==> config.mk <==
export PLATFORM = sky130hd
export DESIGN_NAME = addr_window_monitor
export DESIGN_NICKNAME = d
export VERILOG_FILES = /design/src/rtl/awm_pkg.sv /design/src/rtl/awm_cfg_regs.sv /design/src/rtl/awm_range_match.sv /design/src/rtl/awm_status_bank.sv /design/src/rtl/addr_window_monitor.sv
export SDC_FILE = /design/constraint.sdc
export NUM_CORES = 1
export LEC_CHECK = 0
export ABC_AREA = 0
export BUFFER_PORTS_ARGS = -buffer_cell sky130_fd_sc_hd__clkbuf_2
export CAP_MARGIN = 20
export CORE_MARGIN = 5
export CORE_UTILIZATION = 63
export CTS_BUF_LIST = sky130_fd_sc_hd__clkbuf_8
export CTS_CLUSTER_SIZE = 30
export DETAILED_ROUTE_END_ITERATION = 10
export PLACE_DENSITY = 0.88
export SYNTH_ARGS = -nofsm -noshare
export SYNTH_HDL_FRONTEND = slang
export SYNTH_SLANG_ARGS = --single-unit
==> constraint.sdc <==
create_clock -name clk -period 3.28 [get_ports clk]
set_input_delay 0.164 -clock clk [delete_from_list [all_inputs] [get_ports clk]]
set_output_delay 0.164 -clock clk [all_outputs]
set_load 0.03 [all_outputs]
==> src/rtl/awm_pkg.sv <==
package awm_pkg;

  localparam int unsigned REG_DATA_W = 32;

  typedef enum logic [1:0] {
    FLD_START  = 2'd0,
    FLD_END    = 2'd1,
    FLD_MASK   = 2'd2,
    FLD_STATUS = 2'd3
  } awm_field_e;

  localparam int unsigned RDCHK_BIT  = 0;
  localparam int unsigned WRCHK_BIT  = 1;
  localparam int unsigned VIRT_BIT   = 0;
  localparam int unsigned ASSERT_BIT = 31;
  localparam int unsigned WADDR_LSB  = 2;

endpackage

==> src/rtl/awm_cfg_regs.sv <==
module awm_cfg_regs
  import awm_pkg::*;
#(
  parameter int unsigned NUM_ENTRIES = 3,
  parameter int unsigned NUM_PORTS   = 8,
  parameter int unsigned ADDR_W      = 32,
  parameter int unsigned EIDX_W      = 4
) (
  input  logic                                   clk,
  input  logic                                   rst,
  input  logic                                   wr_en,
  input  logic [EIDX_W-1:0]                      wr_entry,
  input  awm_field_e                             wr_field,
  input  logic [REG_DATA_W-1:0]                  wr_data,
  output logic [NUM_ENTRIES-1:0][ADDR_W-3:0]     start_w,
  output logic [NUM_ENTRIES-1:0][ADDR_W-3:0]     end_w,
  output logic [NUM_ENTRIES-1:0]                 rd_chk,
  output logic [NUM_ENTRIES-1:0]                 wr_chk,
  output logic [NUM_ENTRIES-1:0]                 virt,
  output logic [NUM_ENTRIES-1:0][NUM_PORTS-1:0]  mask
);

  localparam int unsigned WA_W = ADDR_W - 2;

  for (genvar e = 0; e < NUM_ENTRIES; e++) begin : g_entry
    logic sel;
    assign sel = wr_en && (wr_entry == EIDX_W'(e));

    always_ff @(posedge clk) begin
      if (rst) begin
        start_w[e] <= '0;
        end_w[e]   <= '0;
        rd_chk[e]  <= 1'b0;
        wr_chk[e]  <= 1'b0;
        virt[e]    <= 1'b0;
        mask[e]    <= '0;
      end else if (sel) begin
        case (wr_field)
          FLD_START: begin
            start_w[e] <= wr_data[WADDR_LSB +: WA_W];
            rd_chk[e]  <= wr_data[RDCHK_BIT];
            wr_chk[e]  <= wr_data[WRCHK_BIT];
          end
          FLD_END: begin
            end_w[e] <= wr_data[WADDR_LSB +: WA_W];
            virt[e]  <= wr_data[VIRT_BIT];
          end
          FLD_MASK: begin
            mask[e] <= wr_data[NUM_PORTS-1:0];
          end
          default: ;
        endcase
      end
    end
  end

endmodule

==> src/rtl/awm_range_match.sv <==
module awm_range_match #(
  parameter int unsigned NUM_PORTS = 8,
  parameter int unsigned ADDR_W    = 32,
  parameter int unsigned PORT_ID_W = 3
) (
  input  logic [ADDR_W-3:0]    start_w,
  input  logic [ADDR_W-3:0]    end_w,
  input  logic                 rd_chk,
  input  logic                 wr_chk,
  input  logic                 virt,
  input  logic [NUM_PORTS-1:0] mask,
  input  logic                 txn_valid,
  input  logic [ADDR_W-3:0]    txn_word_addr,
  input  logic                 txn_write,
  input  logic                 txn_virt,
  input  logic [PORT_ID_W-1:0] txn_port,
  output logic                 hit
);

  logic armed;
  logic dir_ok;
  logic space_ok;
  logic in_range;

  always_comb begin
    armed    = |(mask & (NUM_PORTS'(1) << txn_port));
    dir_ok   = txn_write ? wr_chk : rd_chk;
    space_ok = (txn_virt == virt);
    in_range = (txn_word_addr >= start_w) && (txn_word_addr <= end_w);
    hit      = txn_valid && armed && dir_ok && space_ok && in_range;
  end

endmodule

==> src/rtl/awm_status_bank.sv <==
module awm_status_bank #(
  parameter int unsigned NUM_ENTRIES = 3,
  parameter int unsigned PORT_ID_W   = 3
) (
  input  logic                                  clk,
  input  logic                                  rst,
  input  logic [NUM_ENTRIES-1:0]                hit,
  input  logic [NUM_ENTRIES-1:0]                clr,
  input  logic [PORT_ID_W-1:0]                  port,
  output logic [NUM_ENTRIES-1:0]                st_assert,
  output logic [NUM_ENTRIES-1:0][PORT_ID_W-1:0] st_id,
  output logic                                  irq
);

  for (genvar e = 0; e < NUM_ENTRIES; e++) begin : g_stat
    always_ff @(posedge clk) begin
      if (rst) begin
        st_assert[e] <= 1'b0;
        st_id[e]     <= '0;
      end else if (hit[e] && (!st_assert[e] || clr[e])) begin
        st_assert[e] <= 1'b1;
        st_id[e]     <= port;
      end else if (clr[e]) begin
        st_assert[e] <= 1'b0;
        st_id[e]     <= '0;
      end
    end
  end

  always_ff @(posedge clk) begin
    if (rst) irq <= 1'b0;
    else     irq <= |st_assert;
  end

endmodule

==> src/rtl/addr_window_monitor.sv <==
module addr_window_monitor
  import awm_pkg::*;
#(
  parameter int unsigned NUM_ENTRIES = 3,
  parameter int unsigned NUM_PORTS   = 8,
  parameter int unsigned ADDR_W      = 32,
  parameter int unsigned REG_AW      = 6,
  parameter int unsigned PORT_ID_W   = $clog2(NUM_PORTS)
) (
  input  logic                  clk,
  input  logic                  rst,
  input  logic                  reg_wr_en,
  input  logic                  reg_rd_en,
  input  logic [REG_AW-1:0]     reg_word_addr,
  input  logic [31:0]           reg_wdata,
  output logic [31:0]           reg_rdata,
  input  logic                  txn_valid,
  input  logic [ADDR_W-3:0]     txn_word_addr,
  input  logic                  txn_write,
  input  logic                  txn_virt,
  input  logic [PORT_ID_W-1:0]  txn_port,
  output logic                  irq
);

  localparam int unsigned EIDX_W = REG_AW - 2;
  localparam int unsigned WA_W   = ADDR_W - 2;

  logic [EIDX_W-1:0] acc_entry;
  awm_field_e        acc_field;

  assign acc_entry = reg_word_addr[REG_AW-1:2];
  assign acc_field = awm_field_e'(reg_word_addr[1:0]);

  logic [NUM_ENTRIES-1:0][WA_W-1:0]      start_w;
  logic [NUM_ENTRIES-1:0][WA_W-1:0]      end_w;
  logic [NUM_ENTRIES-1:0]                rd_chk;
  logic [NUM_ENTRIES-1:0]                wr_chk;
  logic [NUM_ENTRIES-1:0]                virt;
  logic [NUM_ENTRIES-1:0][NUM_PORTS-1:0] mask;
  logic [NUM_ENTRIES-1:0]                hit_vec;
  logic [NUM_ENTRIES-1:0]                clr_vec;
  logic [NUM_ENTRIES-1:0]                st_assert;
  logic [NUM_ENTRIES-1:0][PORT_ID_W-1:0] st_id;

  awm_cfg_regs #(
    .NUM_ENTRIES (NUM_ENTRIES),
    .NUM_PORTS   (NUM_PORTS),
    .ADDR_W      (ADDR_W),
    .EIDX_W      (EIDX_W)
  ) cfg_i (
    .clk      (clk),
    .rst      (rst),
    .wr_en    (reg_wr_en),
    .wr_entry (acc_entry),
    .wr_field (acc_field),
    .wr_data  (reg_wdata),
    .start_w  (start_w),
    .end_w    (end_w),
    .rd_chk   (rd_chk),
    .wr_chk   (wr_chk),
    .virt     (virt),
    .mask     (mask)
  );

  for (genvar e = 0; e < NUM_ENTRIES; e++) begin : g_match
    awm_range_match #(
      .NUM_PORTS (NUM_PORTS),
      .ADDR_W    (ADDR_W),
      .PORT_ID_W (PORT_ID_W)
    ) match_i (
      .start_w       (start_w[e]),
      .end_w         (end_w[e]),
      .rd_chk        (rd_chk[e]),
      .wr_chk        (wr_chk[e]),
      .virt          (virt[e]),
      .mask          (mask[e]),
      .txn_valid     (txn_valid),
      .txn_word_addr (txn_word_addr),
      .txn_write     (txn_write),
      .txn_virt      (txn_virt),
      .txn_port      (txn_port),
      .hit           (hit_vec[e])
    );

    assign clr_vec[e] = reg_wr_en && (acc_entry == EIDX_W'(e)) &&
                        (acc_field == FLD_STATUS) && reg_wdata[ASSERT_BIT];
  end

  awm_status_bank #(
    .NUM_ENTRIES (NUM_ENTRIES),
    .PORT_ID_W   (PORT_ID_W)
  ) stat_i (
    .clk       (clk),
    .rst       (rst),
    .hit       (hit_vec),
    .clr       (clr_vec),
    .port      (txn_port),
    .st_assert (st_assert),
    .st_id     (st_id),
    .irq       (irq)
  );

  logic [31:0] rd_mux;

  always_comb begin
    rd_mux = '0;
    for (int e = 0; e < NUM_ENTRIES; e++) begin
      if (acc_entry == EIDX_W'(e)) begin
        case (acc_field)
          FLD_START: begin
            rd_mux[WADDR_LSB +: WA_W] = start_w[e];
            rd_mux[RDCHK_BIT]         = rd_chk[e];
            rd_mux[WRCHK_BIT]         = wr_chk[e];
          end
          FLD_END: begin
            rd_mux[WADDR_LSB +: WA_W] = end_w[e];
            rd_mux[VIRT_BIT]          = virt[e];
          end
          FLD_MASK: begin
            rd_mux[NUM_PORTS-1:0] = mask[e];
          end
          default: begin
            rd_mux[ASSERT_BIT]     = st_assert[e];
            rd_mux[PORT_ID_W-1:0]  = st_id[e];
          end
        endcase
      end
    end
  end

  always_ff @(posedge clk) begin
    if (rst)            reg_rdata <= '0;
    else if (reg_rd_en) reg_rdata <= rd_mux;
  end

endmodule

==> results list, run 1 <==
- Summed over all nets, the switching power comes to around 2.0 mW.
* Clock input transition at the sequential cells of the worst setup and hold paths: roughly 0.060 ns
- The run finished with clean final reports.
- Setup violations remaining at the end of the flow were counted as 0.
* Count of distinct cell types in the synthesized netlist: between 50 and 60
- Synthesis produced 2051 cells.
* Final-report max-slew violation count: 0
- The final critical path takes up 83.8% of the cycle.
- The later pin in the worst-skew pair is clocked with a latency of a little under 0.6 ns.
* Library cell with the largest summed area after synthesis: sky130_fd_sc_hd__dfxtp_1
* Overall Power: roughly 7.3 mW
* Yosys warnings: 0
- Worst-case headroom to the max-slew limit: 37.5%
* Critical path required time: 3.78 ns
* Clock net sink count: 258
* Max-capacitance violation count: 0
- In the final routed layout, each cell accounts on average for 19.7 µm.
* Avg Synthesized Cell Area: 7.59 µm²
- After routing, the total negative slack on setup checks comes to 0 ns.
- In this run, synthesis produced a sequential element count of roughly 260.
* Number of buffers on the longest clock path: 3
- The first global-routing pass estimated between 70000 and 80000 µm of wire.
* Detailed router's first-iteration violation count: 1788
- Derived from the worst setup path, the maximum achievable clock frequency is 0.364 GHz.
- Commonest non-fill, non-tap cells in the layout: sky130_fd_sc_hd__nand2_1, sky130_fd_sc_hd__a21oi_1, sky130_fd_sc_hd__dfxtp_1
- Net switching is 26.7% of the power.
- Buffers inserted to repair hold after CTS numbered 32.
- Via count: 15.5k
- In the routed design, unresolved DRC markers number 0.
- The H-tree was split into 2 levels.
- After detailed routing, the number of vias per cell comes to between 6 and 7.
- The synthesized design devotes to its leading area cell type roughly 33% of total area.
* TritonCTS clock tree: done
* TritonRoute pass-1 iters: 8
- Half-perimeter wire length after detailed placement: 34400 µm
- The synthesized netlist occupies a cell area of 15600 µm².
- In this run the post-CTS setup repair buffer count came out at 0.
- The via count of the first global-routing pass is 15.1k.
- For the pin with the worst max-slew slack, the measured transition is around 0.94 ns.
- Once the clock tree was built, the resizer swapped 0 gates to a different size.
* Critical Path End Type: flop
- Routability congestion estimate: 0.972
- Registers are responsible for 43.6% of the overall power.
- Dominant cells by area after synthesis: sky130_fd_sc_hd__dfxtp_1, sky130_fd_sc_hd__ha_1, sky130_fd_sc_hd__nand2_1
* Fraction of final layout cells sized beyond drive strength 1: 10.8%
- The die covers roughly 28000 µm².
- The tightest min-delay check is of the in -> reg type.
- Summed over all layers, the global routing overflow is 0.
- Highest ir drop seen on vdd: 388 µV
* Pre-CTS setup slack: 0.626 ns
* Worst Setup Slack, final: 0.533 ns
- In this run the static leakage power is 6.59 nW.
* CP Launch Type: flop
- The clock network burns 45.4% of the power.
* Min Tclk post-route: 2.75 ns
* Post-synth EDFFs: 0
- For this design the top-level I/O count stands at ~110.
* Post-synth net total: 2309
- The initial utilization of the core area, before any placement, comes to 64.0%.
* Non-filler cells in the finished layout: between 2k and 3k
* Cell internal pwr: 5.34 mW
* Top FF cell, synth: sky130_fd_sc_hd__dfxtp_1
- Global-route usage over all layers: roughly a third
- The routed design has 49500 µm of wire.
* Filler cells: 1872
- The number of clock buffers added by TritonCTS is 45.
* Overall die height: 167 µm
* Most common cell after layout, fill and taps aside: sky130_fd_sc_hd__nand2_1
- For this design the ratio of total power to cell area is just over 400 nW/µm².
- Sequential fraction of the synthesis area: 33.2%
* Combinational power share: 11.0%
- Final core occ: roughly 73%
- Antenna violations before repair: 0
- The critical path is of the reg -> reg type.
- Share of flip-flops with an asynchronous set or reset: 0%
- The root buffer cell chosen for the clock tree is sky130_fd_sc_hd__clkbuf_8.
* Number of core rows: 57
* Horiz. Die Dim: 167 µm
- Worst clock skew: 0.0187 ns
* Number of nets in the layout: 2410
- Final antenna diode count: 0
- Core box area: 24300 µm²
- Signal arrival time at the worst endpoint: 3.25 ns
- Relative to the synthesized area, the layout overhead comes to 13.8%.
* Count of nets left with antenna violations after detail routing: 0
* Buffers added on ports: 110
- Entering global routing, the biggest net connects 70 pins.
- Final hold violations: 0
* Biggest fanout along the worst timing path: 4
- In this run, placement finished with an instance count of around 2.4k.
* Setup repair after global routing missed its margin: no
power groups by stage:
| stage | combinational (mW) | sequential [mW] | clock (mW) |
|---|---|---|---|
| 2_1_floorplan | 0.434 | 3.27 | 0 |
| 3_3_place_gp | 0.733 | 3.24 | 0 |
| 3_5_place_dp | 0.749 | 3.25 | 0 |
| 4_1_cts | 0.785 | 3.18 | 3.32 |
| 5_1_grt | 0.873 | 3.18 | 3.48 |
| 6_report | 0.805 | 3.18 | 3.31 |
worst paths after layout:
kind                          from                to  slack, ns  depth (start not counted)
setup / recovery   cfg_i.end_w[41]   stat_i.st_id[5]       0.53                          9
hold / removal         txn_port[0]   stat_i.st_id[6]       0.02                          3
setup reg to reg   cfg_i.end_w[41]   stat_i.st_id[5]       0.53                          9
hold reg to reg   cfg_i.start_w[3]  cfg_i.start_w[3]       0.47                          2
synthesized netlist by cell type, drive strengths merged (5+ instances only):
library cell and number:
nand2 460, a21oi 277, dfxtp 258, inv 186, ha 180, nor2 133
mux2i 104, clkbuf 102, o21ai 55, nand4 41, a211oi 40, o22ai 35
a21o 22, buf 21, nand2b 17, nand3 16, nor3 15, mux4 11
o211ai 9, nor2b 8, a221oi 6, and3 5
flip-flops by register name (all words and copies together) (netlist names):
name	count
cfg_i.end_w	90
cfg_i.start_w	90
reg_rdata	32
cfg_i.mask	24
stat_i.st_id	9
cfg_i.rd_chk	3
cfg_i.virt	3
cfg_i.wr_chk	3
stat_i.st_assert	3
stat_i.irq	1
layer usage:
layer	track usage [%]	routed length (µm)	up-vias
li1	-	-	7191
met1	42.3	19100	7167
met2	56.9	23100	884
met3	6.44	4670	211
met4	17.8	2640	0
met5	0	0	-
cells by family (layout without fill, tap and decap cells):
family                     Yosys count  in the layout  synth area share [%]
buffers and inverters              309            445                  7.54
and+or+nand+nor                    713            713                  18.9
xor gates and xnor gates             3              3                 0.169
muxes                              117            117                  8.42
DFF                                258            258                  33.2
AOI/OAI and AO/OA                  471            471                  17.3
adders and majority gates          180            180                  14.5
area by class of cell:
class,instances,area [µm²],share of cell area (%)
sequential,258,5160,29.1
clock inverter,21,171,0.967
inverter,186,698,3.94
clock buffer,61,840,4.74
timing repair buffer,177,1200,6.80
tap,324,405,2.29
multi-input combinational,1484,9240,52.1
stage by stage:
step / area, µm² / hold WS [ns]
after floorplan: 15600 / 0.300
after global placement: 16400 / 0.441
after detailed placement: 16400 / 0.455
after CTS: 17700 / 0.0119
after global routing: 17700 / 0.0426
final: 17700 / 0.0204
worst max-delay path, stage by stage (launching register included):
cell and delay [ns]:
sky130_fd_sc_hd__dfxtp_1 0.36, sky130_fd_sc_hd__inv_1 0.05, sky130_fd_sc_hd__ha_1 0.29, sky130_fd_sc_hd__nand2_1 0.10, sky130_fd_sc_hd__nor4_1 0.44, sky130_fd_sc_hd__o31ai_1 0.16, sky130_fd_sc_hd__a211oi_1 0.32, sky130_fd_sc_hd__nor3_1 0.12
sky130_fd_sc_hd__o311ai_2 0.56, sky130_fd_sc_hd__mux2i_1 0.26
No activity file was read; power rests on OpenSTA's default activity.
==> run 2, diff against run 1 <==
--- a/config.mk
+++ b/config.mk
@@ -9,11 +9,11 @@
 export BUFFER_PORTS_ARGS = -buffer_cell sky130_fd_sc_hd__clkbuf_2
 export CAP_MARGIN = 20
 export CORE_MARGIN = 5
-export CORE_UTILIZATION = 63
+export CORE_UTILIZATION = 57
 export CTS_BUF_LIST = sky130_fd_sc_hd__clkbuf_8
 export CTS_CLUSTER_SIZE = 30
 export DETAILED_ROUTE_END_ITERATION = 10
-export PLACE_DENSITY = 0.88
+export PLACE_DENSITY = 0.84
 export SYNTH_ARGS = -nofsm -noshare
 export SYNTH_HDL_FRONTEND = slang
 export SYNTH_SLANG_ARGS = --single-unit
==> constraint.sdc (replaced) <==
create_clock -name clk -period 2.45 [get_ports clk]
set_input_delay 0.1225 -clock clk [delete_from_list [all_inputs] [get_ports clk]]
set_output_delay 0.1225 -clock clk [all_outputs]
set_load 0.03 [all_outputs]
==> results list, run 2 (synthesized netlist as in run 1, its figures left out) <==
* Switching Power: 2.62 mW (was 1.95 mW)
- Cell total after placement: 2497 (was 2397)
- The startpoint-to-endpoint class of the critical path is reg -> reg (unchanged).
* Detailed router's first-iteration violation count: 1643 (was 1788)
- The total area of multi-input combinational cells is 9550 µm² (was 9240 µm²).
- Worst-case headroom to the max-slew limit: 37.8% (was 37.5%)
- Endpoint of the lowest-slack register-to-register path: stat_i.st_id[0] (was stat_i.st_id[5])
- The total vias in the final route was 15.9k (was 15.5k).
- The clock insertion delay at the later pin of the skew report came to 0.59 ns (was 0.58 ns).
- The slowest cell on the critical path is sky130_fd_sc_hd__or4_4 (was sky130_fd_sc_hd__o311ai_2).
- The length of the first detailed-routing pass in iterations was 6 (was 8).
- Slowest stage delay, CP: 0.56 ns (about the same)
- Largest regs: cfg_i.end_w: 90 flops, cfg_i.start_w: 90 flops, reg_rdata: 32 flops (unchanged)
- Number of top-level pins: 111 (unchanged)
* Period utilization: 101% (was 83.8%)
- Total power per unit cell area: 516 nW/µm² (was 412 nW/µm²)
- Level count of the clock H-tree: 2 (unchanged)
* Initial cell density of the core: 57.8% (was 64.0%)
- The launching element of the worst setup path was cfg_i.end_w[22] (was cfg_i.end_w[41]).
- Total global routing overflow: 0 (unchanged)
- Buffers added on ports: 110 (unchanged)
* Achievable Freq: 0.405 GHz (was 0.364 GHz)
- The growth of design area from synthesis to finish was 19.9% (was 13.8%).
- Commonest non-fill, non-tap cells in the layout: sky130_fd_sc_hd__nand2_1, sky130_fd_sc_hd__a21oi_1, sky130_fd_sc_hd__dfxtp_1 (unchanged).
- The via count of the first global-routing pass came to 15.6k (was 15.1k).
* Highest ir drop seen on vdd: 448 µV (was 388 µV)
- Area taken by flip-flops and latches: 5190 µm² (was 5160 µm²)
- Reg-to-reg critical path startpoint: cfg_i.end_w[22] (was cfg_i.end_w[41])
* Worst clock skew: 0.0389 ns (was 0.0187 ns)
- Overall die height: 175 µm (was 167 µm)
- Horiz. Die Dim: 175 µm (was 167 µm)
- The largest fanout on the critical path came to 4 (unchanged).
- Pre-CTS setup slack: -0.186 ns (was 0.626 ns)
- Core box area: 27000 µm² (was 24300 µm²)
- Largest net degree at the start of global routing: 94 (was 70)
- The logic depth of the worst register-to-register path came to 8 (was 9).
* CP endpoint: stat_i.st_id[0] (was stat_i.st_id[5])
- Clock input transition at the sequential cells of the worst setup and hold paths: 0.06 ns (about the same)
* Fin Hold WS: 0.0500 ns (was 0.0204 ns)
- Number of buffers inserted during clock tree synthesis: 46 (was 45)
* Combinational power share: 12.4% (was 11.0%)
* Filler cells: 2104 (was 1872)
* Cells along the critical path: inv_1 -> ha_1 -> nand4_1 -> or4_4 -> or2_0 -> a211o_1 -> a311o_1 -> mux2i_1 (was inv_1 -> ha_1 -> nand2_1 -> nor4_1 -> o31ai_1 -> a211oi_1 -> nor3_1 -> o311ai_2 -> mux2i_1)
* Violated checks: setup timing
* Critical Path End Type: flop (unchanged)
* Worst-margin pin slew: 0.933 ns (was 0.938 ns)
- The total routed wirelength came to 51400 µm (was 49500 µm).
- The TritonCTS clock tree was done (unchanged).
* Cell internal pwr: 7.00 mW (was 5.34 mW)
- The count of nets after finishing is 2500 (was 2410).
- Post-detailed-placement cell area: 17000 µm² (was 16400 µm²)
- Clock net sink count: 258 (unchanged)
- The type of element launching the critical path is a flop (unchanged).
* Final core occ: 69.3% (was 72.9%)
* Final-report max-slew violation count: 0 (unchanged)
- The post-route cell area is 18700 µm² (was 17700 µm²).
* DRC: 0 (unchanged)
- Antenna violations before repair: 1 (was 0)
* Max-capacitance violation count: 0 (unchanged)
- The deepest clock path buffer count was 3 (unchanged).
* Number of core rows: 60 (was 57)
- Class of the tightest hold or removal check: in -> reg (unchanged)
- Count of endpoints failing setup in the final report: 3 (was 0)
* Root Buffer Master: sky130_fd_sc_hd__clkbuf_8 (unchanged)
- Routability congestion estimate: 0.950 (was 0.972)
- The floorplan die area came to 30700 µm² (was 28000 µm²).
* Sequential share of power: 44.2% (was 43.6%)
- Clk network pwr share: 43.4% (was 45.4%)
* Setup repair after global routing missed its margin: yes (was no)
- The routed length per placed instance was 19.6 µm (was 19.7 µm).
- Fraction of final layout cells sized beyond drive strength 1: 17.0% (was 10.8%)
- The setup slack of the most critical reg-to-reg path came to -0.02 ns (was 0.53 ns).
- Count of nets left with antenna violations after detail routing: 0 (unchanged)
- Fraction of power spent switching nets: 27.2% (was 26.7%)
* Worst Setup Slack, final: -0.0200 ns (was 0.533 ns)
- Non-filler cells in the finished layout: 2617 (was 2511)
* Run status: finished with violations (was completed)
- The static leakage power came to 7.07 nW (was 6.59 nW).
- The detailed-route vias per instance is 6.07 (was 6.15).
- The arrival time reported for the critical path endpoint was 2.90 ns (was 3.25 ns).
- Final hold violations: 0 (unchanged)
* Global-route usage over all layers: 32.2% (was 34.2%)
* Min Tclk post-route: 2.47 ns (was 2.75 ns)
- The first-pass GRT wire length came to 80500 µm (was 78300 µm).
* Most common cell after layout, fill and taps aside: sky130_fd_sc_hd__nand2_1 (unchanged)
- Critical path required time: 2.88 ns (was 3.78 ns)
- The detailed placement HPWL is 36000 µm (was 34400 µm).
run 2: power groups by stage:
stage	logic (mW)	clock network, mW	registers (mW)
floorplan	0.582	0	4.38
global placement	1.05	0	4.34
detailed placement	1.07	0	4.34
CTS	1.13	4.20	4.25
global route	1.29	4.41	4.26
finish	1.19	4.18	4.25
run 2: worst min-delay path by stage:
stage                        startpoint           endpoint  slack [ns]  cells after the start
after floorplan           reg_wdata[31]    cfg_i.end_w[89]        0.26                      2
after global placement    reg_wdata[11]   cfg_i.start_w[9]        0.43                      3
after detailed placement  reg_wdata[11]     cfg_i.end_w[9]        0.42                      3
after CTS                 reg_wdata[31]    cfg_i.end_w[89]        0.02                      4
after global routing      reg_wdata[31]  cfg_i.start_w[29]        0.04                      4
final                     reg_wdata[31]    cfg_i.end_w[89]        0.05                      4
run 2: cell type report:
cell class	count	area share [%]
flip-flops and latches	258	27.8
clock buffers	57	4.20
multi-input cells	1484	51.1
repair buffers	266	9.97
well taps	341	2.29
inverters	186	3.74
diodes	1	0.0134
clock inverters	24	0.864
run 2: worst max-delay path, delay by kind of cell (launching register included):
family | cells | cell delay (ns)
and+or+nand+nor | 3 | 0.88
AOI/OAI and AO/OA | 2 | 0.65
DFF | 1 | 0.33
adders and majority gates | 1 | 0.27
muxes | 1 | 0.16
buffers and inverters | 1 | 0.04
run 2: timing repair:
action / in CTS / in global routing
endpoints found under the hold margin: 204 / 0
buffers inserted: 2 / 4
hold buffers: 32 / 0
resized for setup: 22 / 52
setup endpoints to repair: 12 / 12
pin swaps: 10 / 19
run 2: per-stage QoR:
| step | total power, mW | setup TNS, ns |
|---|---|---|
| CTS | 9.58 | -0.0107 |
| global placement | 5.39 | -0.604 |
| global route | 9.95 | -0.309 |
| finish | 9.63 | -0.0413 |
| detailed placement | 5.42 | -0.912 |
| floorplan | 4.96 | 0 |
run 2: per-layer routing:
layer  track usage, %  share of wire (%)  up-vias
li1                 -                  -     7368
met3             4.97                9.6      226
met2             54.1                 46      916
met5                0              0.027        -
met4             17.3                5.8        2
met1             40.0                 38     7384
==> run 3, diff against run 2 <==
--- a/config.mk
+++ b/config.mk
@@ -13,7 +13,7 @@
 export CTS_BUF_LIST = sky130_fd_sc_hd__clkbuf_8
 export CTS_CLUSTER_SIZE = 30
 export DETAILED_ROUTE_END_ITERATION = 10
-export PLACE_DENSITY = 0.84
+export PLACE_DENSITY = 0.78
 export SYNTH_ARGS = -nofsm -noshare
 export SYNTH_HDL_FRONTEND = slang
 export SYNTH_SLANG_ARGS = --single-unit
==> results list, run 3 (synthesized netlist as in run 1, its figures left out) <==
- Run status: finished with violations (unchanged)
* Violated checks: setup timing (unchanged)
* Number of buffers inserted during clock tree synthesis: 45 (was 46)
- The end point of the most critical hold path is stat_i.st_id[7] (was cfg_i.end_w[89]).
- Depth of the worst register-to-register path: 8 (unchanged)
- Critical path required time: 2.94 ns (was 2.88 ns)
* Core box area: 27000 µm² (unchanged)
- The final number of setup-violating endpoints was 4 (was 3).
- The arrival time reported for the critical path endpoint came to 3.06 ns (was 2.90 ns).
- The length of the first detailed-routing pass in iterations came to 6 (unchanged).
* Most common cell after layout, fill and taps aside: sky130_fd_sc_hd__nand2_1 (unchanged)
- The number of antenna violations at the first check in global routing came to 0 (was 1).
- The number of top-level design ports was 111 (unchanged).
- Overall die height: 175 µm (unchanged)
* Wirelength per Cell: 19.4 µm (was 19.6 µm)
* Vias in the first global route: 15.3k (was 15.6k)
- Routability congestion estimate: 0.945 (was 0.950)
- The detailed placement HPWL was 35500 µm (was 36000 µm).
- The root buffer selected by CTS was sky130_fd_sc_hd__clkbuf_8 (unchanged).
* Reg-to-reg critical path startpoint: cfg_i.end_w[25] (was cfg_i.end_w[22])
- The TritonCTS clock tree was done (unchanged).
- Level count of the clock H-tree: 2 (unchanged)
- The first-pass GRT wire length came to 79100 µm (was 80500 µm).
- The largest incremental delay on the critical path is 0.59 ns (was 0.56 ns).
* Count of nets left with antenna violations after detail routing: 0 (unchanged)
- Kind of critical path: reg -> reg (unchanged)
- The leftover overflow at the end of global routing came to 0 (unchanged).
- The type of element launching the critical path was a flop (unchanged).
- The overall power of the completed layout came to 9.41 mW (was 9.63 mW).
- Biggest fanout along the worst timing path: 4 (unchanged)
* Critical Path End Type: flop (unchanged)
- Detailed router's first-iteration violation count: 1575 (was 1643)
- Worst-case headroom to the max-slew limit: 43.7% (was 37.8%)
* Largest regs: cfg_i.end_w: 90 flops, cfg_i.start_w: 90 flops, reg_rdata: 32 flops (unchanged)
* Largest net degree at the start of global routing: 104 (was 94)
* Non-filler cells in the finished layout: 2612 (was 2617)
* Met1 Use GR: 39.5% (was 40.0%)
- Highest ir drop seen on vdd: 350 µV (was 448 µV)
- The global-route met2 utilization is 54.0% (was 54.1%).
- Worst Setup Slack, final: -0.129 ns (was -0.0200 ns)
* Min Tclk post-route: 2.58 ns (was 2.47 ns)
* Via count: 15.6k (was 15.9k)
- Layer with the highest usage after global routing: met2 (unchanged)
- The met3 track demand over resource in global routing is 4.54% (was 4.97%).
- Total leakage power: 6.99 nW (was 7.07 nW)
- Clock net sink count: 258 (unchanged)
- Cell total after placement: 2492 (was 2497)
- Commonest non-fill, non-tap cells in the layout: sky130_fd_sc_hd__nand2_1, sky130_fd_sc_hd__a21oi_1, sky130_fd_sc_hd__dfxtp_1 (unchanged)
- The total inserted antenna cells was 0 (was 1).
- Clock input transition at the sequential cells of the worst setup and hold paths: 0.06 ns (about the same)
- Number of nets in the layout: 2498 (was 2500)
- The cell depth of the worst hold path was 3 (was 4).
- The total routed wirelength is 50600 µm (was 51400 µm).
* Worst-margin pin slew: 0.845 ns (was 0.933 ns)
- Initial cell density of the core: 57.8% (unchanged)
* Worst Hold Launch: txn_port[1] (was reg_wdata[31])
- Final hold violations: 0 (unchanged)
- Total power per unit cell area: 511 nW/µm² (was 516 nW/µm²)
- Number of core rows: 60 (unchanged)
- Horiz. Die Dim: 175 µm (unchanged)
- Fraction of final layout cells sized beyond drive strength 1: 15.3% (was 17.0%)
- Via/cell ratio: 5.99 (was 6.07)
* Layout-stage area growth over the synthesis result: 18.4% (was 19.9%)
- The deepest clock path buffer count came to 3 (unchanged).
* Endpoint of the lowest-slack register-to-register path: stat_i.st_id[0] (unchanged)
- The post-route setup TNS was -0.392 ns (was -0.0413 ns).
* Global-route usage over all layers: 31.7% (was 32.2%)
- The count of buffers inserted at the top-level ports is 110 (unchanged).
- Flop2flop setup slack: -0.13 ns (was -0.02 ns)
- Worst clock skew: 0.0250 ns (was 0.0389 ns)
- Setup repair after global routing missed its margin: yes (unchanged).
- The floorplan die area was 30700 µm² (unchanged).
- The total count of max-transition violations in the final report was 0 (unchanged).
- The top achievable clock speed was 0.388 GHz (was 0.405 GHz).
- The count of max-cap constraint violations is 0 (unchanged).
- Class of the tightest hold or removal check: in -> reg (unchanged)
- The post-route DRC violation count came to 0 (unchanged).
* Cells along the critical path: inv_2 -> ha_4 -> nand4_1 -> or4_4 -> or2_0 -> a211o_1 -> a311o_2 -> mux2i_1 (was inv_1 -> ha_1 -> nand4_1 -> or4_4 -> or2_0 -> a211o_1 -> a311o_1 -> mux2i_1)
- Clock network latency to the later pin of the worst-skew pair: 0.58 ns (was 0.59 ns)
- CP max-delay cell: sky130_fd_sc_hd__or4_4 (unchanged)
- The final period utilization was 105% (was 101%).
==> run 3: stage by stage <==
| stage | instance area (µm²) | utilization [%] | worst slack [ns] | hold WS, ns |
|---|---|---|---|---|
| floorplan | 15600 | - | 0.0114 | 0.258 |
| global placement | 17000 | 63.1 | -0.241 | 0.431 |
| detailed placement | 17000 | 63.1 | -0.326 | 0.441 |
| CTS | 18300 | 68.1 | -0.0211 | 0.0297 |
| global route | 18400 | 68.4 | -0.268 | 0.0752 |
| finish | 18400 | 68.4 | -0.129 | 0.0381 |
==> run 3: worst max-delay path by stage <==
| stage | slack (ns) | cells past startpoint | startpoint | end |
|---|---|---|---|---|
| finish | -0.13 | 8 | cfg_i.end_w[25] | stat_i.st_id[0] |
| CTS | -0.02 | 10 | cfg_i.end_w[21] | stat_i.st_id[0] |
| detailed placement | -0.33 | 9 | cfg_i.start_w[7] | stat_i.st_id[0] |
| global placement | -0.24 | 9 | cfg_i.start_w[7] | stat_i.st_id[2] |
| floorplan | 0.01 | 8 | cfg_i.end_w[28] | stat_i.st_id[0] |
| global route | -0.27 | 8 | cfg_i.end_w[25] | stat_i.st_id[0] |
==> run 3: repair_timing <==
item | 4_1_cts | 5_1_grt
pin swaps | 12 | 11
hold endpoints to repair | 213 | 0
resized for setup | 22 | 15
endpoints found under the setup margin | 11 | 12
cloned | 0 | 0
hold buffers | 33 | 0
buffers inserted | 6 | 4
==> run 3: critical path, delay by kind of cell (launching register included) <==
family                     cells  cell delay (ns)
muxes                          1             0.21
DFF                            1             0.34
buffers and inverters          1             0.05
adders and majority gates      1             0.26
and+or+nand+nor                3             0.97
AOI/OAI and AO/OA              2             0.67
==> run 3: area by class of cell <==
class,instances,area [µm²]
fillers,2205,8510
flip-flops and latches,258,5170
clock inverters,23,134
multi-input cells,1484,9380
well taps,341,427
repair buffers,265,1870
clock buffers,55,757
inverters,186,698
==> run 3: per-layer routing <==
| layer | vias up | share of wire [%] |
|---|---|---|
| met5 | - | 0 |
| met4 | 0 | 5.1 |
| met3 | 196 | 8.4 |
| met2 | 754 | 47 |
| met1 | 7327 | 40 |
| li1 | 7360 | - |
==> run 3: power by group <==
part / switching (mW) / internal [mW]
Clock: 1.86 / 2.13
Combinational: 0.720 / 0.449
Sequential: 0.0216 / 4.23
Total: 2.60 / 6.81
